## src/rtl/otb_pkg.sv

```systemverilog
package otb_pkg;

  typedef enum logic [2:0] {
    CMD_NONE = 3'd0,
    CMD_PRE  = 3'd1,
    CMD_ACT  = 3'd2,
    CMD_RD   = 3'd3,
    CMD_WR   = 3'd4
  } cmd_t;

  typedef enum logic [1:0] {
    PG_EMPTY = 2'd0,
    PG_HIT   = 2'd1,
    PG_MISS  = 2'd2
  } pageStatus_t;

  typedef enum logic [1:0] {
    STEP_PRE = 2'd0,
    STEP_ACT = 2'd1,
    STEP_ACC = 2'd2
  } seqStep_t;

  typedef struct packed {
    logic acceptA;
    logic moveAB;
    logic openPage;
    logic closePage;
  } otbStrobe_t;

endpackage

```

## src/rtl/otb_datapath.sv

```systemverilog
module otb_datapath
  import otb_pkg::*;
#(
  parameter int NUM_ROWS  = 4,
  parameter int MAX_BANKS = 4,
  parameter int PAGE_W    = 12,
  localparam int ROW_W    = $clog2(NUM_ROWS),
  localparam int BANK_W   = $clog2(MAX_BANKS),
  localparam int IDX_W    = ROW_W + BANK_W,
  localparam int NUM_ENT  = 1 << IDX_W
) (
  input  logic              clk,
  input  logic              rstN,
  input  otbStrobe_t        strobe,
  input  logic [ROW_W-1:0]  reqRow,
  input  logic [BANK_W-1:0] reqBank,
  input  logic [PAGE_W-1:0] reqPage,
  input  logic              reqWrite,
  input  logic [NUM_ROWS-1:0] rowFourBank,
  input  logic              prechargeAll,
  output pageStatus_t       lookupStatus,
  output logic              bWrite,
  output logic [ROW_W-1:0]  bRow,
  output logic [BANK_W-1:0] bBank,
  output logic [PAGE_W-1:0] bPage
);

  logic [ROW_W-1:0]  aRow;
  logic [BANK_W-1:0] aBank;
  logic [PAGE_W-1:0] aPage;
  logic              aWrite;
  logic [BANK_W-1:0] reqBankEff;
  logic [IDX_W-1:0]  aIdx;
  logic [IDX_W-1:0]  bIdx;
  logic [NUM_ENT-1:0] entValid;
  logic [PAGE_W-1:0] entPage [NUM_ENT];
  logic              aEntValid;

  // two-bank rows keep only the low bank bit
  assign reqBankEff = rowFourBank[reqRow] ? reqBank : (reqBank & BANK_W'(1));

  always_ff @(posedge clk) begin
    if (!rstN) begin
      aRow <= '0; aBank <= '0; aPage <= '0; aWrite <= 1'b0;
      bRow <= '0; bBank <= '0; bPage <= '0; bWrite <= 1'b0;
    end else begin
      if (strobe.moveAB) begin
        bRow <= aRow; bBank <= aBank; bPage <= aPage; bWrite <= aWrite;
      end
      if (strobe.acceptA) begin
        aRow <= reqRow; aBank <= reqBankEff; aPage <= reqPage; aWrite <= reqWrite;
      end
    end
  end

  assign aIdx = {aRow, aBank};
  assign bIdx = {bRow, bBank};

  generate
    for (genvar e = 0; e < NUM_ENT; e++) begin : g_entry
      always_ff @(posedge clk) begin
        if (!rstN) begin
          entValid[e] <= 1'b0;
          entPage[e]  <= '0;
        end else if (prechargeAll) begin
          entValid[e] <= 1'b0;
        end else if (strobe.openPage && bIdx == IDX_W'(e)) begin
          entValid[e] <= 1'b1;
          entPage[e]  <= bPage;
        end else if (strobe.closePage && bIdx == IDX_W'(e)) begin
          entValid[e] <= 1'b0;
        end
      end
    end
  endgenerate

  assign aEntValid = entValid[aIdx] & ~prechargeAll;

  always_comb begin
    if (!aEntValid)                 lookupStatus = PG_EMPTY;
    else if (entPage[aIdx] == aPage) lookupStatus = PG_HIT;
    else                            lookupStatus = PG_MISS;
  end

  AST_OPEN_SETS_VALID: assert property (@(posedge clk) disable iff (!rstN)
    strobe.openPage && !prechargeAll |=> entValid[bIdx] && entPage[bIdx] == bPage);

  AST_PREALL_CLEARS: assert property (@(posedge clk) disable iff (!rstN)
    prechargeAll |=> entValid == '0);

  AST_TWO_BANK_ALIAS: assert property (@(posedge clk) disable iff (!rstN)
    strobe.acceptA && !rowFourBank[reqRow] |=> aBank[BANK_W-1:1] == '0);

endmodule

```

## src/rtl/otb_control.sv

```systemverilog
module otb_control
  import otb_pkg::*;
(
  input  logic        clk,
  input  logic        rstN,
  input  logic        reqValid,
  input  pageStatus_t lookupStatus,
  input  logic        bWrite,
  output logic        reqReady,
  output otbStrobe_t  strobe,
  output logic        cmdValid,
  output cmd_t        cmdType,
  output pageStatus_t cmdStatus
);

  logic        aValid;
  logic        bValid;
  seqStep_t    bStep;
  logic        bDone;
  logic        moveAB;

  assign bDone    = bValid && bStep == STEP_ACC;
  assign moveAB   = aValid && (!bValid || bDone);
  assign reqReady = !aValid || moveAB;

  assign strobe.acceptA   = reqValid && reqReady;
  assign strobe.moveAB    = moveAB;
  assign strobe.openPage  = bValid && bStep == STEP_ACT;
  assign strobe.closePage = bValid && bStep == STEP_PRE;

  always_ff @(posedge clk) begin
    if (!rstN) begin
      aValid    <= 1'b0;
      bValid    <= 1'b0;
      bStep     <= STEP_ACC;
      cmdStatus <= PG_EMPTY;
    end else begin
      if (strobe.acceptA)  aValid <= 1'b1;
      else if (moveAB)     aValid <= 1'b0;

      if (moveAB) begin
        bValid    <= 1'b1;
        cmdStatus <= lookupStatus;
        unique case (lookupStatus)
          PG_MISS: bStep <= STEP_PRE;
          PG_HIT:  bStep <= STEP_ACC;
          default: bStep <= STEP_ACT;
        endcase
      end else if (bDone) begin
        bValid <= 1'b0;
      end else if (bValid) begin
        bStep <= (bStep == STEP_PRE) ? STEP_ACT : STEP_ACC;
      end
    end
  end

  assign cmdValid = bValid;

  always_comb begin
    if (!bValid)                cmdType = CMD_NONE;
    else if (bStep == STEP_PRE) cmdType = CMD_PRE;
    else if (bStep == STEP_ACT) cmdType = CMD_ACT;
    else                        cmdType = bWrite ? CMD_WR : CMD_RD;
  end

  AST_PRE_THEN_ACT: assert property (@(posedge clk) disable iff (!rstN)
    cmdValid && cmdType == CMD_PRE |=> cmdValid && cmdType == CMD_ACT);

  AST_ACT_THEN_ACCESS: assert property (@(posedge clk) disable iff (!rstN)
    cmdValid && cmdType == CMD_ACT |=> cmdValid && (cmdType == CMD_RD || cmdType == CMD_WR));

  AST_HIT_SINGLE: assert property (@(posedge clk) disable iff (!rstN)
    moveAB && lookupStatus == PG_HIT |=> cmdType == CMD_RD || cmdType == CMD_WR);

  AST_HOLD_WHEN_BLOCKED: assert property (@(posedge clk) disable iff (!rstN)
    aValid && !moveAB |=> aValid && !reqReady == !moveAB);

  AST_STATUS_STABLE: assert property (@(posedge clk) disable iff (!rstN)
    cmdValid && !bDone |=> cmdValid && $stable(cmdStatus));

endmodule

```

## src/rtl/open_page_tracker.sv

```systemverilog
module open_page_tracker
  import otb_pkg::*;
#(
  parameter int NUM_ROWS  = 4,
  parameter int MAX_BANKS = 4,
  parameter int PAGE_W    = 12,
  localparam int ROW_W    = $clog2(NUM_ROWS),
  localparam int BANK_W   = $clog2(MAX_BANKS)
) (
  input  logic                clk,
  input  logic                rstN,
  input  logic                reqValid,
  output logic                reqReady,
  input  logic [ROW_W-1:0]    reqRow,
  input  logic [BANK_W-1:0]   reqBank,
  input  logic [PAGE_W-1:0]   reqPage,
  input  logic                reqWrite,
  input  logic [NUM_ROWS-1:0] rowFourBank,
  input  logic                prechargeAll,
  output logic                cmdValid,
  output logic [2:0]          cmdType,
  output logic [ROW_W-1:0]    cmdRow,
  output logic [BANK_W-1:0]   cmdBank,
  output logic [PAGE_W-1:0]   cmdPage,
  output logic [1:0]          cmdStatus
);

  otbStrobe_t  strobe;
  pageStatus_t lookupStatus;
  pageStatus_t statusInt;
  cmd_t        cmdInt;
  logic        bWrite;

  otb_control i_control (
    .clk          (clk),
    .rstN         (rstN),
    .reqValid     (reqValid),
    .lookupStatus (lookupStatus),
    .bWrite       (bWrite),
    .reqReady     (reqReady),
    .strobe       (strobe),
    .cmdValid     (cmdValid),
    .cmdType      (cmdInt),
    .cmdStatus    (statusInt)
  );

  otb_datapath #(
    .NUM_ROWS  (NUM_ROWS),
    .MAX_BANKS (MAX_BANKS),
    .PAGE_W    (PAGE_W)
  ) i_datapath (
    .clk          (clk),
    .rstN         (rstN),
    .strobe       (strobe),
    .reqRow       (reqRow),
    .reqBank      (reqBank),
    .reqPage      (reqPage),
    .reqWrite     (reqWrite),
    .rowFourBank  (rowFourBank),
    .prechargeAll (prechargeAll),
    .lookupStatus (lookupStatus),
    .bWrite       (bWrite),
    .bRow         (cmdRow),
    .bBank        (cmdBank),
    .bPage        (cmdPage)
  );

  assign cmdType   = cmdInt;
  assign cmdStatus = statusInt;

endmodule

```

## config.mk

```make
export PLATFORM = sky130hd
export DESIGN_NAME = open_page_tracker
export DESIGN_NICKNAME = d
export VERILOG_FILES = /design/src/rtl/otb_pkg.sv /design/src/rtl/otb_datapath.sv /design/src/rtl/otb_control.sv /design/src/rtl/open_page_tracker.sv
export SDC_FILE = /design/constraint.sdc
export NUM_CORES = 1
export LEC_CHECK = 0
export BUFFER_PORTS_ARGS = -buffer_cell sky130_fd_sc_hd__buf_2
export CORE_MARGIN = 2
export CORE_UTILIZATION = 35
export DETAILED_ROUTE_END_ITERATION = 6
export PLACE_DENSITY = 0.59
export RECOVER_POWER = 50
export SKIP_LAST_GASP = 1
export SLEW_MARGIN = 25
export SYNTH_ARGS = -nofsm -noshare
export SYNTH_HDL_FRONTEND = slang
export SYNTH_SLANG_ARGS = --single-unit
```

## constraint.sdc

```tcl
create_clock -name clk -period 2.5 [get_ports clk]
set_input_delay 0.375 -clock clk [delete_from_list [all_inputs] [get_ports clk]]
set_output_delay 0.375 -clock clk [all_outputs]
set_load 0.02 [all_outputs]
```

==> reports/results.md, run 1 <==
| Quantity | This run |
| --- | --- |
| Outcome | finished, final reports clean |
| Net count of the finished layout | 997 |
| Number of primary I/O pins | 48 |
| Count of pins over their slew limit | 0 |
| Flip-flop and latch count after synthesis | 252 |
| Total design power | 9.41 mW |
| Ant diodes | 0 |
| Count of hold buffers inserted by post-cts repair | 0 |
| Syn nets | 895 |
| Final hold vios | 0 |
| Clk pin slew, worst setup/hold paths | 0.06 ns |
| Data arrival time of the critical path | 2.88 ns |
| Library cell occupying the most area in the post-synthesis netlist | edfxtp_1 |
| Via count of the routed design | 7304 |
| Final worst path period share | 97.1% |
| Maximum number of pins on one net before global-route repair | 39 |
| Total of endpoints with negative setup slack in the final report | 0 |
| Combinational family with the most area after synthesis | simple AND/OR/NAND/NOR gates |
| Multiplexer share of the synthesized area | 11.8% |
| Worst hold margin | 0.0808 ns |
| Clock latency on the worst-skew pair | 0.53 ns |
| Mean post-synth cell area | 13.1 um2 |
| Wirelength per Cell | 21.7 um |
| Height of the die | 184 um |
| Ranking of synthesized cells by area | edfxtp_1 (51%), and2_1 (11%), dfxtp_1 (11%) |
| Final HPWL DP | 19900 um |
| Effective utilization at floorplan | 35.2% |
| Root buffer selected by CTS | clkbuf_16 |
| Clock power share | 42.8% |
| Slew HR | 38.6% |
| Adder-cell share of the synthesized area | 0% |
| Max H-tree Level | 1 |
| Synth Flop Type | edfxtp_1 |
| Highest achievable clock rate | 412 MHz |
| Total routing resource utilization after global routing | 18.5% |
| Synth Area in Simple Gates | 17.6% |
| Sort of element at the start of the critical path | flip-flop |
| Comb power frac | 7.0% |
| Number of warnings reported in the yosys synthesis log | 0 |
| Sw Pwr | 2.11 mW |
| Sequential share of power | 50.2% |
| Unique cell type count in the Yosys netlist | 40 |
| Number of global-route vias before repair | 7092 |
| Number of port buffers | 47 |
| Standby leakage power | 4.91 nW |
| First-pass GRT wire length | 45900 um |
| RSZ-0062 raised after global routing | true |
| Count of filler cells inserted in the layout | 2993 |
| Nature of the critical path endpoint | flip-flop |
| CTS buffer count | 28 |
| Post-route ant nets | 0 |
| CORE AREA | 32300 um2 |
| Register area | 6980 um2 |
| Required @ worst endpoint | 2.95 ns |
| Pwr per Cell Area | 700 nW/um2 |
| Max Root-Sink Buffers | 3 |
| Synthesized-area fraction occupied by xor and xnor cells | 1.46% |
| Critical path's largest stage delay | 0.50 ns |
| Chain of cells forming the critical path | buf_4 -> buf_4 -> mux4_2 -> mux2i_1 -> xnor2_1 -> o31ai_2 -> o21ai_2 -> buf_4 -> o31ai_1 |
| Area of combinational cells with multiple inputs | 4140 um2 |
| Internal Dissipation | 7.30 mW |
| Type of the worst setup path | flip-flop to flip-flop |
| Most frequent cell after synthesis | and2_1 |
| Final estimated routing congestion in global placement | 0.817 |
| Total die area | 34000 um2 |
| Slew @ Worst Pin | 0.921 ns |
| Share of the synthesized area in the top cell type | 50.7% |
| Post-Synthesis Cell Area | 11400 um2 |
| Fraction of power spent switching nets | 22.4% |
| Async set-reset flop share out of synthesis | 0% |
| Vias per Instance | 5.09 |
| Initial DRC count | 672 |
| Number of rows in the core area | 66 |
| Share of the yosys chip area belonging to registers | 61.3% |
| Die span in x | 184 um |
| Leading post-synthesis cells by instance count | and2_1 (193), edfxtp_1 (192), nand2_1 (104) |
| Count of TritonRoute iterations in the first routing pass | 4 |
| Final worst clock skew | 0.0125 ns |
| Max FO, Critical Path | 8 |
| Cell seen most often among critical-path stages | buf_4 |
| Clock sink total | 252 |
| DRC errors left | 0 |
| CTS tree | done |
| Area delta synth->final | 18.2% |
| Worst min-delay path category | primary input to flip-flop |
| Layout cell share with drive strength beyond 1 | 23.4% |
| Number of antenna violations at the first check in global routing | 1 |
| Cells after synthesis | 870 |
| EDFF count, synth | 192 |
| Total routed wirelength | 31100 um |
| # Max-Cap Violations | 0 |
| Slowest cell on the critical path | mux4_2 |
| Fin crit period | 2.43 ns |
| Compound-cell area share of the yosys netlist | 5.09% |
| GRT overflow | 0 |
| Largest vdd supply drop | 0.000453 V |
[power by group through the flow]
| stage | Sequential, mW | Clock (mW) | Combinational (mW) |
|---|---|---|---|
| detailed placement | 4.82 | 0 | 0.634 |
| CTS | 4.73 | 4.06 | 0.654 |
| global route | 4.74 | 4.23 | 0.707 |
| floorplan | 4.77 | 0 | 0.402 |
| finish | 4.72 | 4.02 | 0.659 |
| global placement | 4.81 | 0 | 0.628 |
[cells by family after synthesis]
kind of cell	count (synthesis)
buffers and inverters	64
and+or+nand+nor	374
AOI/OAI and AO/OA	92
muxes	69
xor gates and xnor gates	19
DFF	252
[final cells by class]
class,instances,area share (%)
Sequential cell,252,51.9
Multi-Input combinational cell,554,30.8
Clock buffer,48,6.55
Timing Repair Buffer,132,6.38
Tap cell,442,4.11
Clock inverter,4,0.158
Inverter,4,0.112
[registers in the layout, indices dropped and copies added (netlist names), named ones only]
signal	count
i_datapath.bRow	2
i_datapath.bWrite	1
i_control.cmdValid	1
i_datapath.aRow	2
i_datapath.entValid	16
i_datapath.aPage	12
i_control.bStep	2
i_datapath.aBank	2
i_control.cmdStatus	2
i_datapath.entPage	192
i_datapath.bPage	12
i_datapath.aWrite	1
i_datapath.bBank	2
i_control.aValid	1
[final timing paths]
| path | from | endpoint | slack (ns) | depth (start not counted) |
|---|---|---|---|---|
| min | reqWrite | i_datapath.aWrite | 0.08 | 3 |
| min reg2reg | i_datapath.aWrite | i_datapath.bWrite | 0.46 | 2 |
| max reg2reg | flip-flop | i_control.bStep[1] | 0.07 | 9 |
| max | flip-flop | i_control.bStep[1] | 0.07 | 9 |
[layout by cell type (no fill, tap or decap), types with 13 or more instances in the layout]
cell,Yosys,routed
a21oi_1,40,40
a31o_2,16,16
and2_1,193,193
buf_2,2,27
buf_4,10,58
clkbuf_1,43,35
clkbuf_16,0,32
clkbuf_2,0,19
dfxtp_1,60,57
edfxtp_1,192,192
mux4_2,44,46
nand2_1,104,104
nand2b_1,13,13
nor2_1,27,26
o21ai_0,16,15
[per-stage QoR]
stage / instances / utilization, % / TNS (ns) / instance area [um2] / setup WS [ns]
floorplan: 870 / - / 0 / 11400 / 0.00786
global placement: 1373 / 38.6 / -0.333 / 12500 / -0.129
detailed placement: 1373 / 38.6 / -0.430 / 12500 / -0.159
CTS: 1430 / 41.6 / -0.0210 / 13400 / -0.0210
global route: 1436 / 41.6 / -0.0362 / 13400 / -0.0217
finish: 1436 / 41.6 / 0 / 13400 / 0.0722
[critical path: cells and delay by family (launching register included)]
family	cells	cell delay, ns
AOI/OAI and AO/OA	3	0.63
xor gates and xnor gates	1	0.11
buffers and inverters	3	0.44
DFF	1	0.39
muxes	2	0.76
[routing by layer]
| layer | part of all wire (%) | vias to the layer above | track usage [%] |
|---|---|---|---|
| met1 | 44 | 3688 | 26.1 |
| li1 | - | 3324 | - |
| met2 | 48 | 244 | 30.0 |
| met3 | 6.0 | 48 | 2.51 |
| met5 | 0 | - | 0 |
| met4 | 2.3 | 0 | 5.12 |
[repair_timing]
action                                  in CTS  in global routing
gates cloned                                 0                  1
pin swaps                                    0                  6
gates resized for setup                      9                  9
setup buffers                                5                  5
endpoints found under the setup margin       3                  3
No activity file was read; power rests on OpenSTA's default activity.
==> inputs of run 2 (changes only) <==
--- a/config.mk
+++ b/config.mk
@@ -12,4 +12,5 @@
 export PLACE_DENSITY = 0.59
 export RECOVER_POWER = 50
+export SETUP_SLACK_MARGIN = 0.5
 export SKIP_LAST_GASP = 1
 export SLEW_MARGIN = 25
==> constraint.sdc (replaced) <==
create_clock -name clk -period 2.5 [get_ports clk]
set_input_delay 0.5 -clock clk [delete_from_list [all_inputs] [get_ports clk]]
set_output_delay 0.5 -clock clk [all_outputs]
set_load 0.02 [all_outputs]
==> run 2 against run 1 <==
Sequential share of layout area fell by 0.42 points. Critical path depth fell by 3. Clock skew rose by 0.0027 ns. Power fell by 2.1%. Sequential cell count did not move. Global-route usage rose by 0.27 points. Sequential power barely moved. Maximum frequency rose by 0.61%. Hold slack improved by 0.13 ns. Clock-buffer cell count fell by 7. Final cell count fell by 0.63%.
==> reports/results.md, run 2 (synthesis gave the netlist of run 1 again) <==
| Quantity | This run |
| --- | --- |
| First-pass GRT wire length | 46100 um |
| Core utilization of the finished layout | 42.0% |
| Max FO, Critical Path | 7 |
| Leading cell type in the layout, fill and taps excluded | edfxtp_1 |
| Final worst path period share | 96.5% |
| Count of placed standard cells in the final layout, fillers left out | 1427 |
| Max reg flops | 192 |
| DRC errors left | 0 |
| Net count of the finished layout | 990 |
| Critical path's largest stage delay | 0.44 ns |
| Sort of element at the start of the critical path | flip-flop |
| Largest vdd supply drop | 0.000408 V |
| Reg-to-reg setup timing slack | 0.09 ns |
| Count of pins over their slew limit | 0 |
| Placement-stage cell area | 12500 um2 |
| Standby leakage power | 4.91 nW |
| Final hold vios | 0 |
| Type of the worst setup path | flip-flop to flip-flop |
| Worst min-delay path category | primary input to flip-flop |
| Layout cell share with drive strength beyond 1 | 25.4% |
| Highest achievable clock rate | 414 MHz |
| Slew HR | 25.6% |
| CTS tree | done |
| CTS buffer count | 27 |
| Max Root-Sink Buffers | 3 |
| Total die area | 34000 um2 |
| Ant diodes | 0 |
| # Max-Cap Violations | 0 |
| Worst path top cell family by delay | simple AND/OR/NAND/NOR gates |
| Number of port buffers | 47 |
| Wirelength per Cell | 22.7 um |
| RSZ-0062 raised after global routing | true |
| Worst path buffer plus inverter count | 1 |
| Worst Reg2Reg Path Length in Cells | 6 |
| R2R Path End | i_datapath.entPage[11][11] |
| Worst hold margin | 0.208 ns |
| Largest registers in the final layout | i_datapath.entPage: 192 flops, i_datapath.entValid: 16 flops |
| Count of TritonRoute iterations in the first routing pass | 5 |
| Pwr per Cell Area | 680 nW/um2 |
| Final worst clock skew | 0.0153 ns |
| Number of antenna violations at the first check in global routing | 2 |
| Height of the die | 184 um |
| Commonest cells after routing, fill and taps aside | edfxtp_1 (192), and2_1 (186), nand2_1 (101) |
| Total of endpoints with negative setup slack in the final report | 0 |
| Total routed wirelength | 32300 um |
| Cell area after layout | 13500 um2 |
| Outcome | finished, final reports clean |
| GRT overflow | 0 |
| Die span in x | 184 um |
| Register bank with the most flops | i_datapath.entPage |
| Fin crit period | 2.41 ns |
| Total design power | 9.21 mW |
| Effective utilization at floorplan | 35.2% |
| Area delta synth->final | 19.1% |
| Clk pin slew, worst setup/hold paths | 0.06 ns |
| Post-route ant nets | 0 |
| Number of primary I/O pins | 48 |
| Number of global-route vias before repair | 7087 |
| Total routing resource utilization after global routing | 18.8% |
| Via count of the routed design | 7272 |
| Clock sink total | 252 |
| Source of the critical timing path | i_control.cmdValid |
| Data arrival time of the critical path | 2.63 ns |
| Cell count after placement | 1365 |
| Vias per Instance | 5.10 |
| Required @ worst endpoint | 2.72 ns |
| CORE AREA | 32300 um2 |
| Clock latency on the worst-skew pair | 0.53 ns |
| Chain of cells forming the critical path | nor2b_1 -> nand2_1 -> nor2_4 -> nand3_1 -> o21ai_1 -> buf_4 |
| Maximum number of pins on one net before global-route repair | 36 |
| Number of rows in the core area | 66 |
| Final HPWL DP | 20100 um |
| Instance count on the critical path | 6 |
| Initial DRC count | 630 |
| Nature of the critical path endpoint | flip-flop |
| Max H-tree Level | 1 |
| Root buffer selected by CTS | clkbuf_16 |
| Count of hold buffers inserted by post-cts repair | 0 |
| Termination of the worst setup path | i_datapath.entPage[11][11] |
| Startpoint of the lowest-slack register-to-register path | i_control.cmdValid |
| Slew @ Worst Pin | 1.11 ns |
| Final estimated routing congestion in global placement | 0.820 |
| Slowest cell on the critical path | dfxtp_1 |
[run 2: cell types whose count changed in the layout (fill, tap and decap cells not counted), moves of 4 or more]
cell,change
clkbuf_16,-4
dfxtp_2,+4
buf_4,-25
buf_6,+6
and2_1,-7
and2_0,+7
clkbuf_1,-10
buf_12,+5
o21ai_0,-9
nor2_1,-5
nor2_4,+4
buf_2,+12
o21ai_2,+6
[run 2: what timing repair did]
action                                  in CTS  in global routing
endpoints found under the setup margin     348                393
endpoints found under the hold margin        0                  0
gates cloned                                 2                  3
pin swaps                                    7                  3
resized for setup                           27                 42
buffers inserted                             4                  4
[run 2: layout make-up]
class	instances	area (um2)
fillers	3001	18700
flip-flops and latches	252	6980
multi-input cells	554	4250
repair buffers	126	911
clock buffers	41	800
well taps	442	553
clock inverters	8	43.8
inverters	4	15.0
[run 2: report_power, final]
group	total, mW	switching (mW)	internal (mW)
logic	0.673	0.381	0.292
clock network	3.82	1.62	2.20
registers	4.72	0.0914	4.62
[run 2: worst min path at each step]
stage	startpoint	to	slack [ns]	depth (start not counted)
2_1_floorplan	i_datapath.aWrite	i_datapath.bWrite	0.43	2
3_3_place_gp	i_datapath.aWrite	i_datapath.aWrite	0.45	2
3_5_place_dp	i_datapath.entValid[11]	i_datapath.entValid[11]	0.47	1
4_1_cts	reqPage[6]	i_datapath.aPage[6]	0.19	3
5_1_grt	reqPage[6]	i_datapath.aPage[6]	0.21	3
6_report	reqPage[6]	i_datapath.aPage[6]	0.21	3
[run 2: per-stage QoR]
step	worst slack [ns]	TNS, ns
4_1_cts	0.105	0
2_1_floorplan	0.311	0
3_5_place_dp	0.0817	0
6_report	0.0869	0
5_1_grt	-0.00768	-0.0237
3_3_place_gp	0.0571	0
[run 2: worst reg2reg max path, cell delays in order, from the launching register on]
cell and delay [ns]:
dfxtp_1 0.44, nor2b_1 0.35, nand2_1 0.21, nor2_4 0.17
nand3_1 0.20, o21ai_1 0.43, buf_4 0.30
[run 2: metal layers]
layer	part of all wire [%]	track usage, %
met2	47	30.4
met3	6.1	2.39
met1	43	25.7
met5	0	0
met4	3.5	7.58
==> inputs of run 3 (changes only) <==
- PLACE_DENSITY: 0.59 -> 0.61
- clock period: 2.5 -> 2 ns (I/O delays scaled with it)
==> run 3 against run 2 <==
The flow now finishes with violations (negative setup slack). Final area increased by 7.6%. Via count grew 2.5%. Hold slack got worse by 0.12 ns. Final cell count up 3.6%. Maximum frequency is 1.6% lower. Die area unchanged. Sequential power is 24% higher. Global-route usage increased by 0.72 points. Sequential cell count is the same. Critical path type unchanged.
==> reports/results.md, run 3 (synthesis gave the netlist of run 1 again) <==
| Quantity | This run |
| --- | --- |
| Outcome | finished with violations |
| Violated checks | negative setup slack |
| Number of antenna violations at the first check in global routing | 1 |
| Root buffer selected by CTS | clkbuf_16 |
| GR Layer Usage met2 | 31.8% |
| Clk pin slew, worst setup/hold paths | 0.06 ns |
| Data arrival time of the critical path | 2.88 ns |
| Total routed wirelength | 32500 um |
| Type of the worst setup path | flip-flop to flip-flop |
| Sort of element at the start of the critical path | flip-flop |
| Effective utilization at floorplan | 35.2% |
| Worst min-delay path category | primary input to flip-flop |
| Hold endpoint | i_datapath.aPage[9] |
| Grt met3 use | 3.44% |
| Required @ worst endpoint | 2.43 ns |
| Count of TritonRoute iterations in the first routing pass | 5 |
| Core utilization of the finished layout | 45.1% |
| Initial DRC count | 676 |
| Post-route ant nets | 0 |
| CTS tree | done |
| Max Root-Sink Buffers | 3 |
| Register bank with the most flops | i_datapath.entPage |
| Final worst clock skew | 0.0196 ns |
| RSZ-0062 raised after global routing | true |
| CTS buffer count | 28 |
| Slew @ Worst Pin | 0.672 ns |
| Critical path's largest stage delay | 0.51 ns |
| Via count of the routed design | 7453 |
| Height of the die | 184 um |
| Total routing resource utilization after global routing | 19.5% |
| Global routing usage on met1 | 27.0% |
| Maximum number of pins on one net before global-route repair | 38 |
| Max reg flops | 192 |
| Commonest cells after routing, fill and taps aside | and2_1 (192), edfxtp_1 (192), nand2_1 (96) |
| Fin crit period | 2.45 ns |
| Highest achievable clock rate | 408 MHz |
| DRC errors left | 0 |
| Number of global-route vias before repair | 7606 |
| Number of rows in the core area | 66 |
| Number of cells traversed by the worst hold path | 3 |
| First-pass GRT wire length | 48300 um |
| Wirelength per Cell | 22.0 um |
| Standby leakage power | 5.44 nW |
| GRT overflow | 0 |
| R2R Path End | i_control.cmdStatus[1] |
| Nature of the critical path endpoint | flip-flop |
| Layout cell share with drive strength beyond 1 | 32.1% |
| Chain of cells forming the critical path | bufbuf_16 -> mux4_2 -> mux2i_2 -> xnor2_1 -> o31ai_2 -> o21ai_4 -> o311a_1 |
| Clock latency on the worst-skew pair | 0.55 ns |
| Final hold vios | 0 |
| Total die area | 34000 um2 |
| Number of port buffers | 47 |
| Number of primary I/O pins | 48 |
| Largest vdd supply drop | 0.000580 V |
| Total of endpoints with negative setup slack in the final report | 36 |
| Die span in x | 184 um |
| # Max-Cap Violations | 0 |
| Start point of the worst min-delay path | reqPage[9] |
| Count of pins over their slew limit | 0 |
| Final worst path period share | 123% |
| Placement-stage cell area | 13300 um2 |
| Net count of the finished layout | 1037 |
| Final HPWL DP | 20600 um |
| Final estimated routing congestion in global placement | 0.801 |
| Clock sink total | 252 |
| Most used routing layer in global routing | met2 |
| Final WS setup | -0.453 ns |
| Worst Reg2Reg Path Length in Cells | 7 |
| Pwr per Cell Area | 843 nW/um2 |
| Vias per Instance | 5.04 |
| CORE AREA | 32300 um2 |
| Cell area after layout | 14600 um2 |
| Area delta synth->final | 28.2% |
| Largest registers in the final layout | i_datapath.entPage: 192 flops, i_datapath.entValid: 16 flops |
| Slowest cell on the critical path | mux4_2 |
| Slew HR | 55.1% |
| Reg-to-reg setup timing slack | -0.45 ns |
| Max FO, Critical Path | 13 |
| Max H-tree Level | 1 |
-- run 3: changes by cell type in the layout (fill, tap and decap cells not counted), sizes merged --
cell	before	now
buf	88	145
clkbuf	78	62
bufinv	0	4
bufbuf	1	3
diode	0	2
clkinv	7	8
clkinvlp	0	1
-- run 3: report_power, final --
group,switching [mW],internal (mW),total (mW)
Combinational,0.545,0.473,1.02
Clock,2.13,3.27,5.40
Sequential,0.0984,5.78,5.87
-- run 3: per-stage QoR --
| step | hold slack [ns] | power, mW | setup WS [ns] | cells | TNS, ns |
|---|---|---|---|---|---|
| 6_report | 0.0924 | 12.3 | -0.453 | 1478 | -2.67 |
| 5_1_grt | 0.102 | 12.6 | -0.526 | 1476 | -27.39 |
| 4_1_cts | 0.0733 | 12.4 | -0.417 | 1468 | -1.14 |
| 3_5_place_dp | 0.448 | 6.93 | -0.499 | 1388 | -1.32 |
| 3_3_place_gp | 0.441 | 6.91 | -0.404 | 1388 | -1.05 |
| 2_1_floorplan | 0.431 | 6.52 | -0.131 | 870 | -0.218 |
-- run 3: layout make-up --
cell class,instances,area [um2]
clock inverter,14,174
multi-input combinational,554,4480
sequential,252,6990
timing repair buffer,172,1570
fill,2902,17700
tap,442,553
antenna,2,5.00
inverter,4,17.5
clock buffer,38,790
-- run 3: timing repair --
item,4_1_cts,5_1_grt
cloned,4,0
buffers inserted,24,8
resized for setup,28,30
pin swaps,12,14
endpoints found under the setup margin,452,455
hold buffers,0,0
-- run 3: worst max path at each step --
stage	from	to	slack [ns]	cells after the start
finish	flip-flop	i_control.cmdStatus[1]	-0.45	7
global route	flip-flop	i_control.cmdStatus[1]	-0.53	8
CTS	flip-flop	i_control.cmdStatus[1]	-0.42	9
detailed placement	flip-flop	i_control.cmdStatus[1]	-0.50	8
global placement	flip-flop	i_control.cmdStatus[1]	-0.40	8
floorplan	flip-flop	i_control.cmdStatus[1]	-0.13	8
-- run 3: worst max-delay path, delay by kind of cell (launching register included) --
family,cells,cell delay (ns)
compound gates,3,0.82
mux,2,0.70
flops,1,0.39
buf+inv,1,0.30
xor+xnor,1,0.12
-- run 3: layer usage --
| metal | up-vias | wire length, um |
|---|---|---|
| li1 | 3413 | - |
| met4 | 0 | 600 |
| met1 | 3735 | 14200 |
| met5 | - | 0 |
| met3 | 42 | 2370 |
| met2 | 263 | 15300 |
